File: config.mk
export PLATFORM = sky130hd
export DESIGN_NAME = dbg_unlock_seq
export DESIGN_NICKNAME = d
export VERILOG_FILES = /design/src/rtl/unlk_pkg.sv /design/src/rtl/unlk_addr_seq.sv /design/src/rtl/unlk_blank_chk.sv /design/src/rtl/unlk_ctrl.sv /design/src/rtl/unlk_policy.sv /design/src/rtl/dbg_unlock_seq.sv
export SDC_FILE = /design/constraint.sdc
export NUM_CORES = 1
export LEC_CHECK = 0
export BUFFER_PORTS_ARGS = -buffer_cell sky130_fd_sc_hd__buf_4
export CAP_MARGIN = 20
export CORE_ASPECT_RATIO = 0.8
export CORE_UTILIZATION = 45
export CTS_BUF_LIST = sky130_fd_sc_hd__clkbuf_2 sky130_fd_sc_hd__clkbuf_4 sky130_fd_sc_hd__clkbuf_8
export DETAILED_ROUTE_END_ITERATION = 6
export MAX_ROUTING_LAYER = met4
export PLACE_DENSITY_LB_ADDON = 0.25
export REMOVE_ABC_BUFFERS = 1
export SYNTH_ARGS = -nofsm -noshare
export SYNTH_HDL_FRONTEND = slang
export SYNTH_SLANG_ARGS = --single-unit
File: constraint.sdc
create_clock -name clk -period 2.35 [get_ports clk]
set_input_delay 0.5875 -clock clk [delete_from_list [all_inputs] [get_ports clk]]
set_output_delay 0.5875 -clock clk [all_outputs]
set_load 0.01 [all_outputs]
File: src/rtl/unlk_pkg.sv
package unlk_pkg;

  typedef enum logic [2:0] {
    ST_BOOT   = 3'd0,
    ST_SCAN   = 3'd1,
    ST_DRAIN  = 3'd2,
    ST_NORMAL = 3'd3,
    ST_OPEN   = 3'd4,
    ST_LOCKED = 3'd5
  } unlk_state_e;

  localparam logic [1:0] FIELD_OPEN = 2'b10;

  function automatic logic field_is_open(input logic [1:0] f);
    return f == FIELD_OPEN;
  endfunction

  function automatic int unsigned addr_bits(input int unsigned a, input int unsigned b);
    int unsigned m;
    m = (a > b) ? a : b;
    return (m < 2) ? 1 : $clog2(m);
  endfunction

  function automatic logic state_is_busy(input unlk_state_e s);
    return (s == ST_BOOT) || (s == ST_SCAN) || (s == ST_DRAIN);
  endfunction

endpackage

File: src/rtl/unlk_addr_seq.sv
module unlk_addr_seq #(
  parameter int unsigned CODE_WORDS = 1024,
  parameter int unsigned EE_WORDS   = 256,
  parameter int unsigned ADDR_W     = 10
) (
  input  logic              clk,
  input  logic              rst_n,
  input  logic              step_i,
  output logic              arr_o,
  output logic [ADDR_W-1:0] addr_o,
  output logic              last_o
);
  localparam logic [ADDR_W-1:0] CODE_END = ADDR_W'(CODE_WORDS - 1);
  localparam logic [ADDR_W-1:0] EE_END   = ADDR_W'(EE_WORDS - 1);

  logic              arr_q;
  logic [ADDR_W-1:0] addr_q;
  logic              code_end;

  assign code_end = !arr_q && (addr_q == CODE_END);

  always_ff @(posedge clk or negedge rst_n) begin
    if (!rst_n) begin
      arr_q  <= 1'b0;
      addr_q <= '0;
    end else if (step_i) begin
      if (code_end) begin
        arr_q  <= 1'b1;
        addr_q <= '0;
      end else begin
        addr_q <= addr_q + ADDR_W'(1);
      end
    end
  end

  assign arr_o  = arr_q;
  assign addr_o = addr_q;
  assign last_o = arr_q && (addr_q == EE_END);
endmodule

File: src/rtl/unlk_blank_chk.sv
module unlk_blank_chk #(
  parameter int unsigned DATA_W = 32
) (
  input  logic              clk,
  input  logic              rst_n,
  input  logic              issue_i,
  input  logic              issue_last_i,
  input  logic [DATA_W-1:0] data_i,
  output logic              rsp_valid_o,
  output logic              rsp_last_o,
  output logic              word_blank_o,
  output logic              dirty_o,
  output logic              clean_last_o
);
  logic rsp_valid_q;
  logic rsp_last_q;

  always_ff @(posedge clk or negedge rst_n) begin
    if (!rst_n) begin
      rsp_valid_q <= 1'b0;
      rsp_last_q  <= 1'b0;
    end else begin
      rsp_valid_q <= issue_i;
      rsp_last_q  <= issue_last_i;
    end
  end

  assign word_blank_o = &data_i;
  assign rsp_valid_o  = rsp_valid_q;
  assign rsp_last_o   = rsp_last_q;
  assign dirty_o      = rsp_valid_q && !word_blank_o;
  assign clean_last_o = rsp_valid_q && rsp_last_q && word_blank_o;
endmodule

File: src/rtl/unlk_ctrl.sv
module unlk_ctrl
  import unlk_pkg::*;
(
  input  logic clk,
  input  logic rst_n,
  input  logic mode_i,
  input  logic dirty_i,
  input  logic clean_last_i,
  input  logic issue_last_i,
  output logic scanning_o,
  output logic busy_o,
  output logic unsec_o,
  output logic special_o
);
  unlk_state_e state_q, state_d;
  logic        special_q;
  logic        unsec_q;

  always_comb begin
    state_d = state_q;
    unique case (state_q)
      ST_BOOT:  state_d = mode_i ? ST_SCAN : ST_NORMAL;
      ST_SCAN: begin
        if (dirty_i)           state_d = ST_LOCKED;
        else if (issue_last_i) state_d = ST_DRAIN;
      end
      ST_DRAIN: begin
        if (dirty_i)           state_d = ST_LOCKED;
        else if (clean_last_i) state_d = ST_OPEN;
      end
      default:  state_d = state_q;
    endcase
  end

  always_ff @(posedge clk or negedge rst_n) begin
    if (!rst_n) begin
      state_q   <= ST_BOOT;
      special_q <= 1'b0;
      unsec_q   <= 1'b0;
    end else begin
      state_q <= state_d;
      if (state_q == ST_BOOT) special_q <= mode_i;
      if (state_d == ST_OPEN) unsec_q <= 1'b1;
    end
  end

  assign scanning_o = (state_q == ST_SCAN);
  assign busy_o     = state_is_busy(state_q);
  assign unsec_o    = unsec_q;
  assign special_o  = special_q;
endmodule

File: src/rtl/unlk_policy.sv
module unlk_policy
  import unlk_pkg::*;
(
  input  logic       busy_i,
  input  logic       unsec_i,
  input  logic [1:0] field_i,
  output logic       secured_o,
  output logic       dbg_en_o
);
  assign secured_o = busy_i || !(unsec_i || field_is_open(field_i));
  assign dbg_en_o  = !secured_o;
endmodule

File: src/rtl/dbg_unlock_seq.sv
module dbg_unlock_seq
  import unlk_pkg::*;
#(
  parameter int unsigned CODE_WORDS = 1024,
  parameter int unsigned EE_WORDS   = 256,
  parameter int unsigned DATA_W     = 32,
  localparam int unsigned ADDR_W    = addr_bits(CODE_WORDS, EE_WORDS)
) (
  input  logic              clk,
  input  logic              rst_n,
  input  logic              special_mode_i,
  input  logic [1:0]        sec_field_i,
  input  logic [DATA_W-1:0] rd_data_i,
  output logic              rd_en_o,
  output logic              rd_arr_o,
  output logic [ADDR_W-1:0] rd_addr_o,
  output logic              busy_o,
  output logic              unsec_o,
  output logic              secured_o,
  output logic              dbg_cmd_en_o
);
  logic scanning;
  logic issue;
  logic seq_last;
  logic issue_last;
  logic rsp_valid;
  logic rsp_last;
  logic word_blank;
  logic dirty_seen;
  logic clean_last;
  logic special_q;
  logic busy;
  logic unsec;

  assign issue      = scanning && !dirty_seen;
  assign issue_last = issue && seq_last;

  unlk_addr_seq #(
    .CODE_WORDS(CODE_WORDS),
    .EE_WORDS  (EE_WORDS),
    .ADDR_W    (ADDR_W)
  ) u_seq (
    .clk   (clk),
    .rst_n (rst_n),
    .step_i(issue),
    .arr_o (rd_arr_o),
    .addr_o(rd_addr_o),
    .last_o(seq_last)
  );

  unlk_blank_chk #(.DATA_W(DATA_W)) u_chk_word (
    .clk         (clk),
    .rst_n       (rst_n),
    .issue_i     (issue),
    .issue_last_i(issue_last),
    .data_i      (rd_data_i),
    .rsp_valid_o (rsp_valid),
    .rsp_last_o  (rsp_last),
    .word_blank_o(word_blank),
    .dirty_o     (dirty_seen),
    .clean_last_o(clean_last)
  );

  unlk_ctrl u_ctrl (
    .clk         (clk),
    .rst_n       (rst_n),
    .mode_i      (special_mode_i),
    .dirty_i     (dirty_seen),
    .clean_last_i(clean_last),
    .issue_last_i(issue_last),
    .scanning_o  (scanning),
    .busy_o      (busy),
    .unsec_o     (unsec),
    .special_o   (special_q)
  );

  unlk_policy u_policy (
    .busy_i   (busy),
    .unsec_i  (unsec),
    .field_i  (sec_field_i),
    .secured_o(secured_o),
    .dbg_en_o (dbg_cmd_en_o)
  );

  assign rd_en_o = issue;
  assign busy_o  = busy;
  assign unsec_o = unsec;
endmodule

---- After elaboration in Yosys (flattened, before gate mapping) ----
Index checks and enable logic that the tools add are counted.
word-level totals
  logic and storage cells ................. 39
  bits in registers ....................... 17
operators by class
  muxes and demuxes ....................... 7
  reduce and logical (&&, ||, !) cells .... 19
  $add $sub $neg .......................... 1
  equal/unequal tests ..................... 6
operators with widths
  cell                     count
  $reduce_and A32 Y1       1
  $mux W3                  4
  $add A10 B1 Y10 const B  1
  $eq A10 B10 Y1 const B   1
  $eq A10 B8 Y1 const B    1
  $mux W10                 1
  $pmux W3 S3              1
  $logic_and A1 B1 Y1      7
  $logic_not A1 Y1         5
  $logic_or A1 B1 Y1       4
  $eq A3 B1 Y1 const B     1
  $eq A3 B2 Y1 const B     1
  $eq A3 B3 Y1 const B     1
  $logic_not A3 Y1         1
  $eq A2 B2 Y1 const B     1
  $mux W2                  1
  $reduce_and A2 Y1        1

---- Logic depth before layout (Yosys ltp) ----
  word-level depth ........................ 10
  depth in mapped cells ................... 7
  depth with buffers taken out ............ 6

---- Hierarchy ----
From an unflattened synthesis, not the netlist that was laid out.
unflattened totals
  cells, all modules ...................... 101
  area total of the unflattened synthesis .. 1036.0 µm²
by module, submodules not included
  module          sequential area each (µm²)  times used  cells each  area an instance (µm²)
  unlk_addr_seq   275.3                       1           54          569.3
  unlk_ctrl       125.1                       1           27          265.3
  unlk_blank_chk  50.0                        1           15          155.1
  unlk_policy     0.0                         1           3           31.3
  dbg_unlock_seq  0.0                         1           2           15.0

---- Worst setup path after synthesis ----
OpenSTA, ideal clock, no wires.
  path type ............................... input to output
  start ................................... input rd_data_i[14]
  end ..................................... output rd_en_o
  data required time ...................... 1.762 ns
  buffers on the path ..................... 1
  arrival ................................. 1.520 ns
  cell stages on the path ................. 6
  slack ................................... 0.243 ns
  path through ............................ nand4_1 nor4_2 a21boi_1 nand2b_4 buf_6 inv_1
on the way
  word-level cells in the longest chain between the ends .. 5
RTL lines
  what                 line                  RTL
  start, declared      dbg_unlock_seq.sv:13  input logic [DATA_W-1:0] rd_data_i,
  $reduce_and A32 Y1   unlk_blank_chk.sv:28  assign word_blank_o = &data_i;
  $logic_not A1 Y1     unlk_blank_chk.sv:31  assign dirty_o = rsp_valid_q && !word_blank_o;
  $logic_and A1 B1 Y1  unlk_blank_chk.sv:31
  $logic_not A1 Y1     dbg_unlock_seq.sv:35  assign issue = scanning && !dirty_seen;
  $logic_and A1 B1 Y1  dbg_unlock_seq.sv:35
  end, declared        dbg_unlock_seq.sv:14  output logic rd_en_o,
No other way between the ends.

---- Worst setup path in the final report ----
Same ends and word-level chain as after synthesis.

==> results.json <==
{
  "status": "completed",
  "die_area_sq_um": 2390,
  "synth.top_cell.area_share": 0.431,
  "critPathKind": "input pin to output pin",
  "drtAntennaViolNets": 0,
  "synth_edf_count": 0,
  "rows": 14,
  "track_usage": 0.245,
  "numPortBuffers": 52,
  "cts_resized": 0,
  "fmax_mhz": 447,
  "tightest_slew_ps": 426,
  "rr_startpoint": "u_seq.addr_o[0]",
  "avgViaCountPerCell": 5.68,
  "syn_area_sq_um": 987,
  "register_area_sq_um": 425,
  "crit_fanout": 3,
  "rrSetupSlack_ps": 310,
  "syn_to_final_growth_pct": 44.9,
  "cts_tree": "done",
  "worstPathRequired_ps": 1760,
  "ctsHoldBuffers": 0,
  "first_iter_violations": 16,
  "synthFlopType": "dfrtp_1",
  "grt_max_degree": 18,
  "fin_worst_skew_ps": 2.90,
  "fillCellCount": 157,
  "antenna_cells": 0,
  "core_area_sq_um": 1980,
  "cts_setup_buffers": 0,
  "wl_per_cell_microns": 14.7,
  "drt_wl_total_microns": 2630,
  "pwr_density_cell_nw_per_um2": 352,
  "maxCapViolCount": 0,
  "synth_cell_types": 35,
  "die_h_microns": 43.9,
  "syn_inst": 100,
  "multi_input_area_sq_um": 527,
  "nets": 194,
  "avgSynthCellArea_sq_um": 9.87,
  "finalSetupTns_ps": 0,
  "setup_viol": 0,
  "rr_worst_depth": 6,
  "start_util": 0.499,
  "yosysWarningCount": 0,
  "fin_crit_ps": 2240,
  "drc": 0,
  "ys_async_sr_fraction": 1.00,
  "grt.overflow.total": 0,
  "vias": 1017,
  "start_kind": "input pin",
  "period_share": 0.952,
  "drive_above_1_share": 0.419,
  "first_pass_iters": 4,
  "grt_pass1_vias": 958,
  "clock_path_buffers": 2,
  "ys_seq_area_frac": 0.431,
  "yosys.cell_count.top_type": "dfrtp_1",
  "total_power_uw": 504,
  "synth_top_cell_by_area": "dfrtp_1",
  "cts-root-buf": "clkbuf_4",
  "io_pins": 53,
  "rsz0062_at_grt": "no",
  "cp-end-kind": "output pin",
  "clk_pin_slew_ps": 100,
  "clock-sinks": 17,
  "worst_r2r_endpoint": "u_seq.addr_o[7]",
  "ys_top_cells_by_count": "dfrtp_1, nand4_1, nand3_1",
  "total_leakage_power_uw": 0.000649,
  "ir_worst_vdd_uv": 334,
  "antenna_found_initial": 0,
  "dp_hpwl_microns": 2100,
  "min_path_type": "input pin to async pin",
  "die_w_microns": 54.4,
  "drv_slew": 0,
  "cts_made_buffers": 3,
  "htree_levels": 1,
  "crit_arrival_ps": 1650,
  "gp_congestion": 0.821,
  "ys_ff_latch": 17,
  "clock_latency_ps": 290,
  "yosys-top-cells-area": "dfrtp_1, nand4_1, o31ai_1",
  "grt_pass1_wl_microns": 4050,
  "hold_viol": 0,
  "timing.slew.headroom": 0.714
}
==> cell families (layout without fill, tap and decap cells) <==
family                   after synthesis  count (layout)  synth area share
buffers and inverters                  7              62            0.0355
AO/OA/AOI/OAI                         27              27             0.191
AND/OR/NAND/NOR                       44              44             0.294
XOR/XNOR                               4               4            0.0355
adder cells (fa/ha/maj)                1               1            0.0127
flip-flops                            17              17             0.431
==> routing by layer <==
metal / track usage / up-vias / share of wire
met2: 0.410 / 33 / 0.50
met5: - / - / 0
met4: 0.0718 / 0 / 0.0091
met3: 0.0526 / 4 / 0.055
met1: 0.291 / 481 / 0.43
li1: - / 499 / -
==> sequential cells by signal, summed over array words and instances, names as in the netlist <==
name	count
u_seq.addr_o	10
u_ctrl.state_q	3
u_chk_word.rsp_last_o	1
u_chk_word.rsp_valid_o	1
u_ctrl.unsec_o	1
u_seq.arr_o	1
==> cell type report <==
| class | count | area share |
|---|---|---|
| Sequential cell | 17 | 0.297 |
| Multi-Input combinational cell | 76 | 0.368 |
| Clock buffer | 3 | 0.0157 |
| Inverter | 4 | 0.0105 |
| Tap cell | 24 | 0.0210 |
| Clock inverter | 1 | 0.00350 |
| Timing Repair Buffer | 54 | 0.283 |
==> through the flow <==
step / utilization / instance area [sq um] / worst slack (ps) / hold WS, ps / instances
floorplan: - / 967 / 37.9 / 292 / 97
global placement: 0.709 / 1400 / 177 / 459 / 175
detailed placement: 0.709 / 1400 / 105 / 460 / 175
CTS: 0.723 / 1430 / 93.5 / 132 / 179
global route: 0.723 / 1430 / 10.3 / 132 / 179
finish: 0.723 / 1430 / 113 / 134 / 179
==> worst max-delay path by stage <==
stage,start,slack (ps),to,cells past startpoint
floorplan,rd_data_i[3],40,rd_en_o,5
global placement,rd_data_i[14],180,rd_en_o,7
detailed placement,rd_data_i[14],100,rd_en_o,7
CTS,rd_data_i[14],90,rd_en_o,7
global route,rd_data_i[14],10,rd_en_o,7
finish,rd_data_i[14],110,rd_en_o,7
==> critical path, stage by stage <==
cell      delay, ps
buf_4            80
nand4_1         130
nor4_2          360
a21boi_1        130
nand2b_4        160
inv_1            90
buf_4           120
==> power breakdown <==
| group | internal, uW | switching (uW) |
|---|---|---|
| Sequential | 292 | 0 |
| Clock | 63.4 | 93.7 |
| Combinational | 39.1 | 15.5 |
| Total | 395 | 109 |
==> cells in the final DEF, fill, tap and decap left out, drive strengths merged, types with 2 or more instances in the layout <==
cell type,n
o21ai,6
a31oi,2
nand2,5
nor2b,2
buf,54
nand2b,2
clkbuf,3
xor2,4
inv,4
a21oi,3
o31ai,6
nand4,10
nand3,7
nor4,7
o21bai,2
nor3b,2
nor2,5
a21o,2
dfrtp,17
Note: power is estimated with default switching activity, not from simulation.
